**config.mk**
```make
export PLATFORM = sky130hd
export DESIGN_NAME = sys_addr_decoder
export DESIGN_NICKNAME = d
export VERILOG_FILES = /design/src/rtl/sad_pkg.sv /design/src/rtl/sad_align.sv /design/src/rtl/sad_region.sv /design/src/rtl/sad_fold.sv /design/src/rtl/sys_addr_decoder.sv
export SDC_FILE = /design/constraint.sdc
export NUM_CORES = 1
export LEC_CHECK = 0
export BUFFER_PORTS_ARGS = -buffer_cell sky130_fd_sc_hd__buf_4
export CAP_MARGIN = 20
export CORE_MARGIN = 2
export CORE_UTILIZATION = 50
export DETAILED_ROUTE_END_ITERATION = 12
export GPL_ROUTABILITY_DRIVEN = 0
export PLACE_DENSITY_LB_ADDON = 0.3
export SETUP_SLACK_MARGIN = 0.3
export SYNTH_ARGS = -nofsm -noshare
export SYNTH_HDL_FRONTEND = slang
export SYNTH_SLANG_ARGS = --single-unit
```
**constraint.sdc**
```tcl
create_clock -name clk_i -period 1 [get_ports clk_i]
set_input_delay 0.15 -clock clk_i [delete_from_list [all_inputs] [get_ports clk_i]]
set_output_delay 0.15 -clock clk_i [all_outputs]
set_load 0.02 [all_outputs]
```
**src/rtl/sad_pkg.sv**
```systemverilog
package sad_pkg;
  localparam int unsigned N_TGT = 10;

  typedef enum logic [3:0] {
    T_BIOS  = 4'd0,
    T_EWRAM = 4'd1,
    T_IWRAM = 4'd2,
    T_IO    = 4'd3,
    T_PAL   = 4'd4,
    T_VRAM  = 4'd5,
    T_OAM   = 4'd6,
    T_ROM   = 4'd7,
    T_SRAM  = 4'd8,
    T_DUMMY = 4'd9
  } tgt_e;

  typedef enum logic [1:0] {
    W_BYTE = 2'd0,
    W_HALF = 2'd1,
    W_WORD = 2'd2,
    W_WRD2 = 2'd3
  } width_e;
endpackage

```
**src/rtl/sad_align.sv**
```systemverilog
module sad_align
  import sad_pkg::*;
#(
  parameter int unsigned AW = 32
) (
  input  logic [AW-1:0] addr_i,
  input  logic [1:0]    width_i,
  output logic [AW-1:0] addr_o,
  output logic          unaligned_o
);
  always_comb begin
    addr_o      = addr_i;
    unaligned_o = 1'b0;
    unique case (width_e'(width_i))
      W_BYTE: ;
      W_HALF: begin
        addr_o[0]   = 1'b0;
        unaligned_o = addr_i[0];
      end
      default: begin
        addr_o[1:0] = 2'b00;
        unaligned_o = |addr_i[1:0];
      end
    endcase
  end
endmodule

```
**src/rtl/sad_region.sv**
```systemverilog
module sad_region
  import sad_pkg::*;
#(
  parameter int unsigned AW        = 32,
  parameter int unsigned BIOS_SIZE = 32'h4000
) (
  input  logic [AW-1:0] addr_i,
  input  logic          write_i,
  output tgt_e          tgt_o,
  output logic          invalid_o
);
  localparam int unsigned PW = 8;
  localparam logic [AW-1:0] BIOS_LIM = AW'(BIOS_SIZE);

  logic [PW-1:0] page;
  assign page = addr_i[AW-1 -: PW];

  always_comb begin
    tgt_o     = T_DUMMY;
    invalid_o = 1'b0;
    case (page)
      8'h00: tgt_o = (write_i || addr_i >= BIOS_LIM) ? T_DUMMY : T_BIOS;
      8'h02: tgt_o = T_EWRAM;
      8'h03: tgt_o = T_IWRAM;
      8'h04: tgt_o = T_IO;
      8'h05: tgt_o = T_PAL;
      8'h06: tgt_o = T_VRAM;
      8'h07: tgt_o = T_OAM;
      8'h08, 8'h09: tgt_o = write_i ? T_DUMMY : T_ROM;
      8'h0A, 8'h0B, 8'h0C: begin
        tgt_o     = write_i ? T_DUMMY : T_ROM;
        invalid_o = write_i;
      end
      8'h0D: tgt_o = T_ROM;
      8'h0E, 8'h0F: tgt_o = T_SRAM;
      default: invalid_o = 1'b1;
    endcase
  end
endmodule

```
**src/rtl/sad_fold.sv**
```systemverilog
module sad_fold
  import sad_pkg::*;
#(
  parameter int unsigned AW       = 32,
  parameter int unsigned EWRAM_AW = 18,
  parameter int unsigned IWRAM_AW = 15,
  parameter int unsigned IO_AW    = 11,
  parameter int unsigned SMALL_AW = 10,
  parameter int unsigned VRAM_AW  = 17,
  parameter int unsigned VRAM_TH  = 32'h18000,
  parameter int unsigned VRAM_SUB = 32'h8000,
  parameter int unsigned IO_ALIAS = 16'h8000
) (
  input  tgt_e          tgt_i,
  input  logic [AW-1:0] addr_i,
  output logic [AW-1:0] offset_o
);
  localparam logic [AW-1:0] EW_MASK  = (AW'(1) << EWRAM_AW) - AW'(1);
  localparam logic [AW-1:0] IW_MASK  = (AW'(1) << IWRAM_AW) - AW'(1);
  localparam logic [AW-1:0] IO_MASK  = (AW'(1) << IO_AW) - AW'(1);
  localparam logic [AW-1:0] IO_EXTRA = AW'(1) << IO_AW;
  localparam logic [AW-1:0] SM_MASK  = (AW'(1) << SMALL_AW) - AW'(1);
  localparam logic [AW-1:0] VR_MASK  = (AW'(1) << VRAM_AW) - AW'(1);

  logic [AW-1:0] vram_m;
  assign vram_m = addr_i & VR_MASK;

  always_comb begin
    unique case (tgt_i)
      T_EWRAM:     offset_o = addr_i & EW_MASK;
      T_IWRAM:     offset_o = addr_i & IW_MASK;
      T_IO:        offset_o = (addr_i[15:0] == 16'(IO_ALIAS)) ? IO_EXTRA : (addr_i & IO_MASK);
      T_PAL, T_OAM: offset_o = addr_i & SM_MASK;
      T_VRAM:      offset_o = (vram_m > AW'(VRAM_TH)) ? vram_m - AW'(VRAM_SUB) : vram_m;
      default:     offset_o = addr_i;
    endcase
  end
endmodule

```
**src/rtl/sys_addr_decoder.sv**
```systemverilog
module sys_addr_decoder
  import sad_pkg::*;
#(
  parameter int unsigned AW        = 32,
  parameter int unsigned BIOS_SIZE = 32'h4000,
  parameter int unsigned EWRAM_AW  = 18,
  parameter int unsigned IWRAM_AW  = 15,
  parameter int unsigned IO_AW     = 11,
  parameter int unsigned SMALL_AW  = 10,
  parameter int unsigned VRAM_AW   = 17,
  parameter int unsigned VRAM_TH   = 32'h18000,
  parameter int unsigned VRAM_SUB  = 32'h8000
) (
  input  logic              clk_i,
  input  logic              rst_ni,
  input  logic              valid_i,
  input  logic [AW-1:0]     addr_i,
  input  logic [1:0]        width_i,
  input  logic              write_i,
  output logic              valid_o,
  output logic [N_TGT-1:0]  target_o,
  output logic [AW-1:0]     offset_o,
  output logic              unaligned_o,
  output logic              invalid_o
);
  logic [AW-1:0]    addr_al, offset_d;
  logic             unal_d, inv_d;
  tgt_e             tgt_d;
  logic [N_TGT-1:0] sel_d;

  sad_align #(.AW(AW)) u_align (
    .addr_i(addr_i), .width_i(width_i), .addr_o(addr_al), .unaligned_o(unal_d)
  );

  sad_region #(.AW(AW), .BIOS_SIZE(BIOS_SIZE)) u_region (
    .addr_i(addr_al), .write_i(write_i), .tgt_o(tgt_d), .invalid_o(inv_d)
  );

  sad_fold #(
    .AW(AW), .EWRAM_AW(EWRAM_AW), .IWRAM_AW(IWRAM_AW), .IO_AW(IO_AW),
    .SMALL_AW(SMALL_AW), .VRAM_AW(VRAM_AW), .VRAM_TH(VRAM_TH), .VRAM_SUB(VRAM_SUB)
  ) u_fold (
    .tgt_i(tgt_d), .addr_i(addr_al), .offset_o(offset_d)
  );

  for (genvar g = 0; g < N_TGT; g++) begin : g_sel
    assign sel_d[g] = (tgt_d == tgt_e'(g));
  end

  always_ff @(posedge clk_i or negedge rst_ni) begin
    if (!rst_ni) begin
      valid_o     <= 1'b0;
      target_o    <= '0;
      offset_o    <= '0;
      unaligned_o <= 1'b0;
      invalid_o   <= 1'b0;
    end else begin
      valid_o <= valid_i;
      if (valid_i) begin
        target_o    <= sel_d;
        offset_o    <= offset_d;
        unaligned_o <= unal_d;
        invalid_o   <= inv_d;
      end
    end
  end

  AST_ONE_TARGET: assert property (@(posedge clk_i) disable iff (!rst_ni)
    valid_o |-> $countones(target_o) == 1);
  AST_INVALID_TO_DUMMY: assert property (@(posedge clk_i) disable iff (!rst_ni)
    valid_o && invalid_o |-> target_o[T_DUMMY]);
  AST_WRITE_NO_BIOS: assert property (@(posedge clk_i) disable iff (!rst_ni)
    valid_i && write_i |=> !target_o[T_BIOS]);
  AST_WORD_ALIGNED: assert property (@(posedge clk_i) disable iff (!rst_ni)
    valid_i && width_i[1] |=> offset_o[1:0] == 2'b00);
  AST_BYTE_ALIGNED: assert property (@(posedge clk_i) disable iff (!rst_ni)
    valid_i && width_i == 2'd0 |=> !unaligned_o);
  AST_VRAM_RANGE: assert property (@(posedge clk_i) disable iff (!rst_ni)
    valid_o && target_o[T_VRAM] |-> offset_o <= AW'(VRAM_TH));
  AST_HOLD: assert property (@(posedge clk_i) disable iff (!rst_ni)
    !valid_i |=> $stable(target_o) && $stable(offset_o) && !valid_o);
endmodule

```
==> results.yml, run 1 <==
clocking:
  clockRootBuffer: "clkbuf_8"
  cts_inserted_buffers: 5
  clockBufferDepth: 2
  cts.sinks: 45
  cts.htree.levels: 2
synthesis:
  synthTopCellsByArea: "dfrtp_1 (48%), mux2_2 (4.8%), a21oi_1 (3.4%), o21ai_0 (3.4%), nor2_1 (3.3%)"
  async_reset_ff_share_pct: 100
  synth_top_area_share_pct: 47.8
  synth_cell_type_count: 48
  syn_area_um2: 2360
  synth_area_per_cell_um2: 9.98
  synthesis.nets: 276
  ys_ff_latch: 45
  yosys.area.top_type: "dfrtp_1"
  ys.flop_type: "dfrtp_1"
  synth_edf_count: 0
  syn_inst: 236
  yosys_warnings: 0
  yosysSeqAreaShare_pct: 47.8
placed_design:
  place_ws_ns: -0.839
  dp.cells: 408
  io_buffers: 82
  post-dp-hpwl_um: 5190
sta:
  postGrtWorstEndpoint: "offset_o[15]$_DFFE_PN0P_/D"
  worstEndpointType: "register input"
outcome:
  outcome: "aborted with a tool error"
  failed_stage: "global routing"
  stop_error: "[ERROR GRT-0232] Routing congestion too high. Check the congestion heatmap in the GUI."
die:
  row_count: 24
  die_x_um: 72.6
  initial_core_util_pct: 53.0
  die_y_um: 72.6
  ioPinCount: 83
global_route:
  grt_overflow_total: 23
  grt_max_degree: 29
  track_usage_pct: 64.3
-- repair_timing --
| action | 4_1_cts |
|---|---|
| pin swaps | 16 |
| hold endpoints to repair | 27 |
| gates resized for setup | 99 |
| cloned | 1 |
| setup buffers | 24 |
| setup endpoints to repair | 87 |
-- per-layer routing --
metal	GRT usage, %	overflow
met1	65.3	0
met2	89.0	11
met3	37.3	0
met4	64.4	12
met5	3.03	0
-- cells by family after synthesis --
kind of cell	share of synthesized area, %
and+or+nand+nor	20.3
AOI/OAI and AO/OA	18.3
DFF	47.8
buffers and inverters	5.68
muxes	6.90
adders and majority gates	1.06
-- cells in the mapped netlist (all sizes together) (2+ instances only) --
cell      n
a22o      4
inv       8
nand3     5
mux2     10
nand2    11
nor2     21
nor4b     3
nor3      6
a211oi    2
nand4b    3
clkbuf   10
or3b      2
nand2b    6
a41oi     2
or3       2
nor2b     4
nor4     10
o21ai    16
o2bb2ai   6
a22oi     2
a21o      3
dfrtp    45
or4       3
mux2i     5
a21oi    16
ha        2
and3      3
nand4     2
nand3b    3
buf       7
-- per-stage QoR --
stage | setup TNS [ns] | utilization [%] | instance area, um^2
2_1_floorplan | -15.66 | - | 2470
4_1_cts | -11.19 | 92.4 | 4110
3_5_place_dp | -22.96 | 77.1 | 3430
3_3_place_gp | -22.44 | 77.1 | 3430
==> inputs of run 2 (changes only) <==
- CORE_UTILIZATION: 50 -> 40
- PLACE_DENSITY_LB_ADDON: 0.3 -> 0.15
- SETUP_SLACK_MARGIN: 0.3 -> default
==> results.yml, run 2 <==
synthesis:
  async_reset_ff_share_pct: 100
  yosys.area.top_type: "dfrtp_1"
  syn_area_um2: 2360
  ys.flop_type: "dfrtp_1"
  synth_most_common_cell: "dfrtp_1"
  synth_cell_type_count: 48
  ys_ff_latch: 45
  syn_inst: 236
  yosys-top-cells-count: "dfrtp_1 (45), nor2_1 (21), a21oi_1 (16), o21ai_0 (16), nand2_1 (11)"
  synth_area_per_cell_um2: 9.98
  synth_top_area_share_pct: 47.8
  yosysSeqAreaShare_pct: 47.8
  synthTopCellsByArea: "dfrtp_1 (48%), mux2_2 (4.8%), a21oi_1 (3.4%), o21ai_0 (3.4%), nor2_1 (3.3%)"
  synth_edf_count: 0
  yosys_warnings: 0
  synthesis.nets: 276
global_route:
  grt_pass1_vias: 2424
  grt_overflow_total: 0
  grt_pass1_wl_um: 11800
  grt_max_degree: 27
  track_usage_pct: 23.4
  antenna_found_initial: 0
setup_path:
  worst_path_most_repeated_cell: "buf_6"
  cp-end-kind: "flip-flop"
  crit_family: "compound AO/OA/AOI/OAI gates"
  critPathMaxStageDelay_ns: 0.56
  r2r_start: "offset_o[15]$_DFFE_PN0P_"
  path_class: "primary input to flip-flop"
  reg2reg_depth: 2
  crit_chain: "buf_6, or4_4, buf_6, o41a_1, a221o_1"
  critPathMaxFanout: 6
  worstPathRequired_ns: 1.18
  startpoint_type: "primary input"
  cpMaxStageDelayCell: "or4_4"
  cp_num_cells: 5
  rrSetupSlack_ns: 0.07
  crit_buf_inv: 2
  r2r_end: "offset_o[15]$_DFFE_PN0P_"
  worstPathArrival_ns: 1.66
cells_and_area:
  fin_util_pct: 74.7
  area_delta_synth_final_pct: 77.9
  final_cells: 466
  fillers: 418
  top_register: "offset_o"
  largest_reg_flops: 32
  drive_gt1_share_pct: 59.1
  multiInputGateArea_um2: 1360
  reg_top3: "offset_o x32, target_o x10"
  layout.nets: 434
  mostFrequentLayoutCell: "buf_4"
  final_cell_mix: "buf_4 (115), buf_6 (47), dfrtp_1 (45)"
  ff_latch_area_um2: 1130
  antenna_cells: 0
placed_design:
  io_buffers: 82
  place_ws_ns: -0.829
  post-dp-hpwl_um: 5130
  dp.cells: 436
sta:
  fmax_ghz: 0.674
  rsz0062_at_grt: "yes"
  fin_ws_ns: -0.483
  worstMarginPinSlew_ns: 0.401
  slew_headroom_pct: 72.9
  fin_crit_sh_pct: 148
  finalHoldViolations: 0
  tns_ns: -12.03
  period_needed_ns: 1.48
  slew_viol_final: 0
  finalSetupViolations: 34
  fin_skew_ns: 0
power:
  peakVddDrop_v: 0.000709
  p_leak_nw: 1.92
  power.density_nw_per_um2: 1090
die:
  row_count: 27
  die_y_um: 80.7
  initial_core_util_pct: 42.0
  die_x_um: 80.7
  ioPinCount: 83
  core_um2: 5610
  die_area_um2: 6520
routing:
  vias: 2497
  drc: 0
  drtIter0Drc: 122
  avgRoutedWirePerCell_um: 16.1
  avgViaCountPerCell: 5.36
  ant_nets: 0
  drtPass1Iterations: 4
  totalWireLength_um: 7520
clocking:
  clockRootBuffer: "clkbuf_8"
  cts.sinks: 45
  clk_latency_ns: 0.29
  clk_pin_slew_ns: 0.08
  cts_tree: "yes"
  clockBufferDepth: 2
  cts.htree.levels: 2
  cts_inserted_buffers: 5
min_path:
  hold_path.class: "primary input to flip-flop"
  min_to: "offset_o[5]$_DFFE_PN0P_"
  holdPathStages: 2
  hold_path_startpoint: "addr_i[5]"
outcome:
  outcome: "complete, but fails checks"
  failed_checks: "negative setup slack"
run:
  drv_cap: 0
## run 2: cell counts after synthesis
No cell type changed its count.
## run 2: worst max path at each step
stage / endpoint / startpoint
final: offset_o[10]$_DFFE_PN0P_ / addr_i[28]
after global routing: offset_o[10]$_DFFE_PN0P_ / addr_i[28]
after CTS: offset_o[10]$_DFFE_PN0P_ / addr_i[28]
after detailed placement: offset_o[10]$_DFFE_PN0P_ / addr_i[31]
after global placement: offset_o[10]$_DFFE_PN0P_ / addr_i[31]
after floorplan: offset_o[10]$_DFFE_PN0P_ / addr_i[31]
## run 2: layout make-up
type                            instances  share of cell area [%]
Inverter                                8                   0.717
Timing Repair Buffer                  168                    35.9
Clock buffer                            7                    2.06
Sequential cell                        45                    26.9
Tap cell                               72                    2.15
Multi-Input combinational cell        166                    32.3
## run 2: what timing repair did
item	CTS	global route
gates resized for setup	58	49
setup endpoints to repair	43	76
pin swaps	23	5
endpoints found under the hold margin	44	0
hold buffers	1	0
gates cloned	1	0
setup buffers	6	17
## run 2: worst reg2reg max path, cell delays in order (launching register included)
cell and delay, ns:
dfrtp_1 0.40, a222oi_1 0.33, nand2_1 0.09
## run 2: metrics by stage
stage / hold WS, ns / cell area (um^2) / power, W
2_1_floorplan: -0.146 / 2390 / 0.00255
3_3_place_gp: 0.0475 / 3490 / 0.00317
3_5_place_dp: 0.0494 / 3490 / 0.00319
4_1_cts: 0.0932 / 3870 / 0.00439
5_1_grt: 0.0868 / 4190 / 0.00479
6_report: 0.0937 / 4190 / 0.00456
## run 2: power by group
group / switching (W) / total (W) / internal [W] / leakage, nW
Sequential: 0.0000959 / 0.00205 / 0.00195 / 0.545
Combinational: 0.000646 / 0.00138 / 0.000729 / 1.33
Clock: 0.000592 / 0.00114 / 0.000549 / 0.0443
Total: 0.00133 / 0.00456 / 0.00323 / 1.92
## run 2: layer usage
metal  part of all wire, %  track usage, %
met3                   6.9            4.67
met4                  0.68            6.27
met1                    43            32.0
met5                     0               0
met2                    50            38.2
## run 2: logic make-up (layout without fill, tap and decap cells)
| family | count (synthesis) | after routing | share of synthesized area [%] |
|---|---|---|---|
| multiplexers | 15 | 15 | 6.90 |
| AND/OR/NAND/NOR | 86 | 86 | 20.3 |
| AO/OA/AOI/OAI | 63 | 63 | 18.3 |
| flip-flops | 45 | 45 | 47.8 |
| adder cells (fa/ha/maj) | 2 | 2 | 1.06 |
| buffers and inverters | 25 | 183 | 5.68 |
Power figures use the tool's default switching activity.
==> inputs of run 3 (changes only) <==
- TNS_END_PERCENT: default -> 50
==> results.yml, run 3 (same netlist as run 2, synthesis figures left out) <==
outcome:
  outcome: "complete, but fails checks"
  failed_checks: "negative setup slack"
routing:
  totalWireLength_um: 7390
  avgRoutedWirePerCell_um: 16.5
  drtIter0Drc: 148
  drc: 0
  ant_nets: 0
  drtPass1Iterations: 4
  avgViaCountPerCell: 5.47
  vias: 2450
global_route:
  grt_pass1_vias: 2414
  grt_overflow_total: 0
  antenna_found_initial: 0
  grt_pass1_wl_um: 11600
  grt_max_degree: 28
  track_usage_pct: 23.1
die:
  ioPinCount: 83
  initial_core_util_pct: 42.0
  core_um2: 5610
  die_area_um2: 6520
  die_y_um: 80.7
  die_x_um: 80.7
  row_count: 27
sta:
  tns_ns: -12.48
  fin_ws_ns: -0.508
  fmax_ghz: 0.663
  finalHoldViolations: 0
  slew_viol_final: 0
  fin_skew_ns: 0
  fin_crit_sh_pct: 151
  worstMarginPinSlew_ns: 0.416
  slew_headroom_pct: 71.9
  finalSetupViolations: 38
  rsz0062_at_grt: "yes"
  period_needed_ns: 1.51
clocking:
  cts.sinks: 45
  cts_tree: "yes"
  cts.htree.levels: 2
  clk_latency_ns: 0.30
  clockBufferDepth: 2
  clockRootBuffer: "clkbuf_8"
  cts_inserted_buffers: 5
  clk_pin_slew_ns: 0.09
run:
  drv_cap: 0
cells_and_area:
  area_delta_synth_final_pct: 70.2
  antenna_cells: 0
  layout.nets: 416
  reg_top3: "offset_o x32, target_o x10"
  drive_gt1_share_pct: 54.3
  largest_reg_flops: 32
  mostFrequentLayoutCell: "buf_4"
  top_register: "offset_o"
  final_cell_mix: "buf_4 (96), buf_6 (50), dfrtp_1 (45)"
setup_path:
  path_class: "primary input to flip-flop"
  worst_path_most_repeated_cell: "buf_6"
  startpoint_type: "primary input"
  crit_family: "compound AO/OA/AOI/OAI gates"
  cp-end-kind: "flip-flop"
  crit_chain: "buf_6, or4_4, buf_6, o41a_1, a221o_1"
  critPathMaxStageDelay_ns: 0.57
  crit_buf_inv: 2
  worstPathRequired_ns: 1.18
  worstPathArrival_ns: 1.69
  critPathMaxFanout: 5
  cpMaxStageDelayCell: "or4_4"
placed_design:
  post-dp-hpwl_um: 5140
  io_buffers: 82
power:
  p_sw_w: 0.00132
  fin_total_pwr_w: 0.00449
  power.share.combinational_pct: 28.6
  power.density_nw_per_um2: 1120
  peakVddDrop_v: 0.000808
  p_sw_share_pct: 29.4
  power.share.sequential_pct: 45.8
  intPower_w: 0.00317
  clkPwrFrac_pct: 25.6
  p_leak_nw: 1.82
min_path:
  hold_path.class: "primary input to flip-flop"
run 3: cell count changes in the layout (fill, tap and decap cells not counted), sizes merged:
| cell | previous run | this run |
|---|---|---|
| buf | 167 | 149 |
run 3: stage by stage:
stage	hold WS, ns	area, um^2	utilization, %	instances	worst slack (ns)
floorplan	-0.146	2380	-	236	-0.609
global placement	0.0540	3490	62.2	436	-0.827
detailed placement	0.0640	3490	62.2	436	-0.833
CTS	0.0769	3840	68.5	447	-0.468
global route	0.0838	4010	71.5	448	-0.579
finish	0.0815	4010	71.5	448	-0.508
run 3: final cells by class:
class	instances	area, um^2
clock buffers	7	86.3
repair buffers	150	1350
multi-input cells	166	1320
well taps	72	90.1
flip-flops and latches	45	1130
inverters	8	30.0
fillers	420	1600
run 3: path summary, 6_finish.rpt:
| kind | start | cells after the start | slack (ns) | endpoint |
|---|---|---|---|---|
| max in group asynchronous | rst_ni | 3 | 0.35 | offset_o[27]$_DFFE_PN0P_ |
| worst max-delay path | addr_i[31] | 5 | -0.51 | offset_o[10]$_DFFE_PN0P_ |
| min in group asynchronous | rst_ni | 2 | 0.28 | offset_o[16]$_DFFE_PN0P_ |
| worst max register to register | offset_o[15]$_DFFE_PN0P_ | 2 | 0.08 | offset_o[15]$_DFFE_PN0P_ |
| worst min-delay path | addr_i[4] | 2 | 0.08 | offset_o[4]$_DFFE_PN0P_ |
| worst min register to register | target_o[5]$_DFFE_PN0P_ | 1 | 0.51 | target_o[5]$_DFFE_PN0P_ |
run 3: repair_timing:
action                                 CTS  global route
cloned                                   0             1
setup endpoints to repair               59            77
pin swaps                               14            13
endpoints found under the hold margin   26             0
gates resized for setup                 54            35
hold buffers                             1             0
buffers inserted                         3             1
run 3: power by group through the flow:
stage / Sequential, W / Combinational, W / Clock (W)
final: 0.00205 / 0.00128 / 0.00115
after global routing: 0.00207 / 0.00138 / 0.00126
after CTS: 0.00204 / 0.00122 / 0.00117
after detailed placement: 0.00206 / 0.00113 / 0
after global placement: 0.00206 / 0.00111 / 0
after floorplan: 0.00222 / 0.000329 / 0
run 3: worst reg2reg max path, delay by kind of cell (launching register included):
| kind | cells | cell delay (ns) |
|---|---|---|
| compound gates | 1 | 0.32 |
| flops | 1 | 0.40 |
| simple gates | 1 | 0.08 |
run 3: per-layer routing:
layer | vias to the layer above | routed length [um] | track usage, %
li1 | 1154 | - | -
met1 | 1189 | 3200 | 29.3
met2 | 97 | 3560 | 38.3
met3 | 10 | 524 | 6.00
met4 | 0 | 106 | 8.31
met5 | - | 0 | 0
